<file path="src/rtl/sndbus_pkg.sv">
package sndbus_pkg;
    typedef enum logic [1:0] {
        SZ_BYTE = 2'b00,
        SZ_WORD = 2'b01,
        SZ_LONG = 2'b10
    } size_e;

    typedef enum logic [1:0] {
        K_NONE  = 2'd0,
        K_SELWR = 2'd1,
        K_DATWR = 2'd2,
        K_READ  = 2'd3
    } kind_e;
endpackage

</file>
<file path="src/rtl/sndbus_classify.sv">
module sndbus_classify
    import sndbus_pkg::*;
#(
    parameter int OFFW = 2
) (
    input  logic            valid,
    input  logic            write,
    input  logic [OFFW-1:0] addr,
    input  logic [1:0]      size,
    output logic            accept,
    output kind_e           kind,
    output logic            base
);
    logic shadow;
    logic is_byte;

    always_comb begin
        shadow  = addr[0];
        is_byte = (size == SZ_BYTE);
        base    = (addr == '0);
        kind    = K_NONE;
        accept  = 1'b0;
        if (valid) begin
            if (!write) begin
                kind   = K_READ;
                accept = 1'b1;
            end else if (!shadow || is_byte) begin
                kind   = addr[1] ? K_DATWR : K_SELWR;
                accept = 1'b1;
            end
        end
    end
endmodule

</file>
<file path="src/rtl/sndbus_rdmux.sv">
module sndbus_rdmux #(
    parameter int DW   = 8,
    parameter int IDXW = 8,
    parameter int NREG = 16
) (
    input  logic            base,
    input  logic [IDXW-1:0] index,
    input  logic [DW-1:0]   rf_rdata,
    output logic            idx_ok,
    output logic [DW-1:0]   rd_value
);
    localparam logic [IDXW-1:0] LIMIT = IDXW'(NREG);

    always_comb begin
        idx_ok   = (index < LIMIT);
        rd_value = (base && idx_ok) ? rf_rdata : {DW{1'b1}};
    end
endmodule

</file>
<file path="src/rtl/sndbus_decoder.sv">
module sndbus_decoder
    import sndbus_pkg::*;
#(
    parameter int DW   = 8,
    parameter int IDXW = 8,
    parameter int NREG = 16,
    parameter int OFFW = 2
) (
    input  logic            clk,
    input  logic            rst_n,
    input  logic            bus_valid,
    input  logic            bus_write,
    input  logic [OFFW-1:0] bus_addr,
    input  logic [1:0]      bus_size,
    input  logic [DW-1:0]   bus_wdata,
    output logic [DW-1:0]   bus_rdata,
    output logic            wait_req,
    output logic [IDXW-1:0] rf_index,
    output logic            sel_wr,
    output logic            rf_wr,
    output logic [DW-1:0]   rf_wdata,
    output logic            rf_rd,
    input  logic [DW-1:0]   rf_rdata
);
    typedef struct packed {
        logic [IDXW-1:0] index;
        logic            sel_wr;
        logic            dat_wr;
        logic [DW-1:0]   wdata;
        logic            rd;
        logic            wt;
        logic [DW-1:0]   rdata;
    } state_t;

    state_t st_d, st_q;

    logic          acc;
    kind_e         kind;
    logic          base;
    logic          idx_ok;
    logic [DW-1:0] rd_value;

    sndbus_classify #(.OFFW(OFFW)) u_classify (
        .valid  (bus_valid),
        .write  (bus_write),
        .addr   (bus_addr),
        .size   (bus_size),
        .accept (acc),
        .kind   (kind),
        .base   (base)
    );

    sndbus_rdmux #(.DW(DW), .IDXW(IDXW), .NREG(NREG)) u_rdmux (
        .base     (base),
        .index    (st_q.index),
        .rf_rdata (rf_rdata),
        .idx_ok   (idx_ok),
        .rd_value (rd_value)
    );

    always_comb begin
        st_d        = st_q;
        st_d.sel_wr = 1'b0;
        st_d.dat_wr = 1'b0;
        st_d.rd     = 1'b0;
        st_d.wt     = 1'b0;
        if (acc) begin
            st_d.wt = 1'b1;
            case (kind)
                K_SELWR: begin
                    st_d.index  = IDXW'(bus_wdata);
                    st_d.sel_wr = 1'b1;
                end
                K_DATWR: begin
                    if (idx_ok) begin
                        st_d.dat_wr = 1'b1;
                        st_d.wdata  = bus_wdata;
                    end
                end
                K_READ: begin
                    st_d.rdata = rd_value;
                    st_d.rd    = base && idx_ok;
                end
                default: ;
            endcase
        end
    end

    always_ff @(posedge clk) begin
        if (!rst_n) begin
            st_q.index  <= '0;
            st_q.sel_wr <= 1'b0;
            st_q.dat_wr <= 1'b0;
            st_q.wdata  <= '0;
            st_q.rd     <= 1'b0;
            st_q.wt     <= 1'b0;
            st_q.rdata  <= '1;
        end else begin
            st_q <= st_d;
        end
    end

    assign bus_rdata = st_q.rdata;
    assign wait_req  = st_q.wt;
    assign rf_index  = st_q.index;
    assign sel_wr    = st_q.sel_wr;
    assign rf_wr     = st_q.dat_wr;
    assign rf_wdata  = st_q.wdata;
    assign rf_rd     = st_q.rd;
endmodule

</file>
<file path="config.mk">
export PLATFORM = sky130hd
export DESIGN_NAME = sndbus_decoder
export DESIGN_NICKNAME = d
export VERILOG_FILES = /design/src/rtl/sndbus_pkg.sv /design/src/rtl/sndbus_classify.sv /design/src/rtl/sndbus_rdmux.sv /design/src/rtl/sndbus_decoder.sv
export SDC_FILE = /design/constraint.sdc
export NUM_CORES = 1
export LEC_CHECK = 0
export ABC_AREA = 1
export BUFFER_PORTS_ARGS = -buffer_cell sky130_fd_sc_hd__buf_4
export CAP_MARGIN = 20
export CORE_ASPECT_RATIO = 1.1
export CORE_MARGIN = 3
export CORE_UTILIZATION = 51
export CTS_CLUSTER_DIAMETER = 100
export DETAILED_ROUTE_END_ITERATION = 7
export GPL_TIMING_DRIVEN = 1
export PLACE_DENSITY = 0.84
export SYNTH_ARGS = -nofsm -noshare
export SYNTH_HDL_FRONTEND = slang
export SYNTH_HIERARCHICAL = 1
export SYNTH_SLANG_ARGS = --single-unit
export TNS_END_PERCENT = 50
</file>
<file path="constraint.sdc">
create_clock -name clk -period 3.1 [get_ports clk]
set_clock_uncertainty 0.2 [all_clocks]
set_input_delay 0.465 -clock clk [delete_from_list [all_inputs] [get_ports clk]]
set_output_delay 0.465 -clock clk [all_outputs]
set_load 0.05 [all_outputs]
</file>
==> metrics.md <==
| Metric | Value |
|---|---|
| Status | `finished, final reports clean` |
| Worst path depth | `1` |
| Total wire length | `2930 µm` |
| Critical path destination | `rf_index[6]` |
| Core ar. | `2340 µm²` |
| Clock Path Buffers | `2` |
| R2R depth | `6` |
| Final hold slack | `between 0.2 and 0.25 ns` |
| Clock Latency Late Sink | `0.33 ns` |
| Design Power | `0.737 mW` |
| Layout cells sized above 1 | `0.353` |
| Max Clk Rate | `0.598 GHz` |
| Hold depth | `3` |
| Period minus WS final | `1.67 ns` |
| Starting Density | `0.554` |
| PortBufs | `roughly 50` |
| Synth warn | `6` |
| Clock transition at path regs | `0.15 ns` |
| CP delay by family, top | `flip-flops` |
| Global-route wire length before repair | `5040 µm` |
| Antenna violations before repair | `0` |
| Main synth FF type | `dfxtp_1` |
| # fillers | `just under 200` |
| Flop2flop setup slack | `1.55 ns` |
| Slowest CP cell | `dfxtp_1` |
| Reg2reg start | `rf_index[5]$_SDFFE_PN0P_` |
| CP Launch Type | `register` |
| Post-synth top area share | `0.432` |
| Clk sinks | `28` |
| Max-cap viol count | `0` |
| Vias after detailed routing | `1268` |
| Worst Setup Path Type | `register to primary output` |
| Root Driver | `clkbuf_4` |
| Setup Fix Bufs, Post-CTS | `0` |
| Syn Area/Cell | `7.51 µm²` |
| Syn nets | `197` |
| Unrepaired setup endpoints after global routing | `no` |
| Vias in the first global route | `1211` |
| Slew Limit Fails | `0` |
| Final Hold Vio Count | `0` |
| Leakage power total | `between 0.8 and 0.9 nW` |
| Area Overhead vs Synth | `32.8%` |
| Worst-path maximum fanout | `3` |
| Row count | `18` |
| GP Congestion | `0.834` |
| CTS tree | `done` |
| Count of buffer and inverter cells on the critical path | `1` |
| Vias/cell | `4.99` |
| Pre-CTS WS | `1.11 ns` |
| Asr flop ratio synth | `0` |
| Area occupied by multi-input gates | `approximately 590 µm²` |
| Maximum VDD drop | `around 0.33 mV` |
| H-tree depth | `1` |
| CTS resizes | `0` |
| Hold Crit Class | `input pin to register` |
| Fin Setup TNS | `0 ns` |
| Seq/Total Area, Yosys | `0.432` |
| Critical path, cell by cell | `buf_4` |
| TritonCTS buffer count | `3` |
| Cell Area, Synth | `approximately 1300 µm²` |
| Synth unique cells | `20` |
| Seq cells post-synth | `28` |
| Relative slew slack | `0.613` |
| FF+latch area | `561 µm²` |
| WL/cell | `between 10 and 15 µm` |
| I/O Pins | `between 50 and 60` |
| Hold_buf cts | `0` |
| Die area | `3190 µm²` |
| RR Endpoint | `rf_wdata[4]$_SDFFE_PN0P_` |
| Post-synth top area cell | `dfxtp_1` |
| Remaining DRCs | `0` |
| Die Y | `58.9 µm` |
| Req. time, crit path | `2.43 ns` |
| Final #Nets | `249` |
| Top-count cell post-synth | `nand2_1` |
| Top cells by area, synth | `dfxtp_1 43%, nand2_1 11%, nand4_1 7.7%` |
| Largest net degree at the start of global routing | `19` |
| Crit path DAT | `slightly above 1 ns` |
| Total track usage | `0.213` |
| Setup ws final | `1.43 ns` |
| Syn Inst Count | `173` |
| Final Cycle Share | `0.539` |
| Top cells by count, synth | `38 x nand2_1, 28 x dfxtp_1, 23 x inv_1, 16 x nand3_1, 16 x nand4_1` |
| Worst-margin pin slew | `0.578 ns` |
| Drt pass-1 iters | `4` |
| Crit path launch | `rf_index[6]$_SDFFE_PN0P_` |
| Hpwl dp | `roughly 2400 µm` |
| Max incr delay on CP | `0.45 ns` |
| P per Cell Area | `between 400 and 500 nW/µm²` |
| Critical Path End Type | `primary output` |
| Die width | `~54 µm` |
| GRT Residual Overflow | `0` |
| Post-synth EDFFs | `0` |
| Antenna Violating Nets Remaining | `0` |
| Ant diodes | `0` |
| Final setup fails | `0` |
| Iter 0 DRT Violations | `between 60 and 70` |
[per-layer routing]
layer  track usage  wire [µm]
met1         0.262       1270
met2         0.346       1430
met3        0.0304        148
met4         0.125         83
met5             0          0
[sequential cells by signal, indices dropped and copies added (netlist names)]
name,flops
rf_wr,1
bus_rdata,8
rf_index,8
rf_rd,1
rf_wdata,8
wait_req,1
sel_wr,1
[worst min-delay path by stage]
| stage | start | end | slack (ns) |
|---|---|---|---|
| after detailed placement | rf_index[1]$_SDFFE_PN0P_ | rf_index[1]$_SDFFE_PN0P_ | 0.26 |
| final | bus_wdata[6] | rf_index[6]$_SDFFE_PN0P_ | 0.21 |
| after floorplan | bus_addr[1] | rf_rd$_SDFF_PN0_ | 0.42 |
| after global routing | rst_n | bus_rdata[2]$_SDFFE_PN1P_ | 0.22 |
| after global placement | rf_index[1]$_SDFFE_PN0P_ | rf_index[1]$_SDFFE_PN0P_ | 0.26 |
| after CTS | bus_wdata[6] | rf_index[6]$_SDFFE_PN0P_ | 0.21 |
[cells in the final DEF, fill, tap and decap left out]
master	instances
a21oi_1	8
and2_1	1
buf_4	52
clkbuf_4	3
clkbuf_8	1
dfxtp_1	28
inv_1	23
inv_2	6
nand2_1	38
nand2_2	2
nand2_4	1
nand3_1	16
nand3_4	2
nand4_1	16
nor2_1	13
nor2_2	8
nor2_4	3
nor2_8	1
nor3_1	2
[cell families (layout without fill, tap and decap cells)]
group	count (synthesis)	count (layout)	synth area share
and+or+nand+nor	103	103	0.424
buffers and inverters	34	85	0.114
DFF	28	28	0.432
AOI/OAI and AO/OA	8	8	0.0308
[power by group]
part,switching (mW),internal [mW]
Combinational,0.117,0.0621
Clock,0.103,0.0719
Sequential,0.00897,0.374
[worst register-to-register path, cell delays in order, from the launching register on]
cell and delay, ns:
dfxtp_1 0.37, nor2_4 0.24, and2_1 0.21, nand2_4 0.09
nor2_8 0.23, nor2_2 0.05, nor2_1 0.11
[stage by stage]
stage	instances	utilization	cell area, µm²
after global placement	250	0.721	1690
after global routing	254	0.736	1720
final	254	0.736	1720
after detailed placement	250	0.721	1690
after floorplan	173	-	1300
after CTS	254	0.736	1720
[cell type report]
type	count	share of cell area
clock buffer	4	0.0210
inverter	29	0.0631
multi-input combinational	111	0.343
sequential	28	0.325
tap	30	0.0218
timing repair buffer	52	0.226
Note: power is estimated with default switching activity, not from simulation.
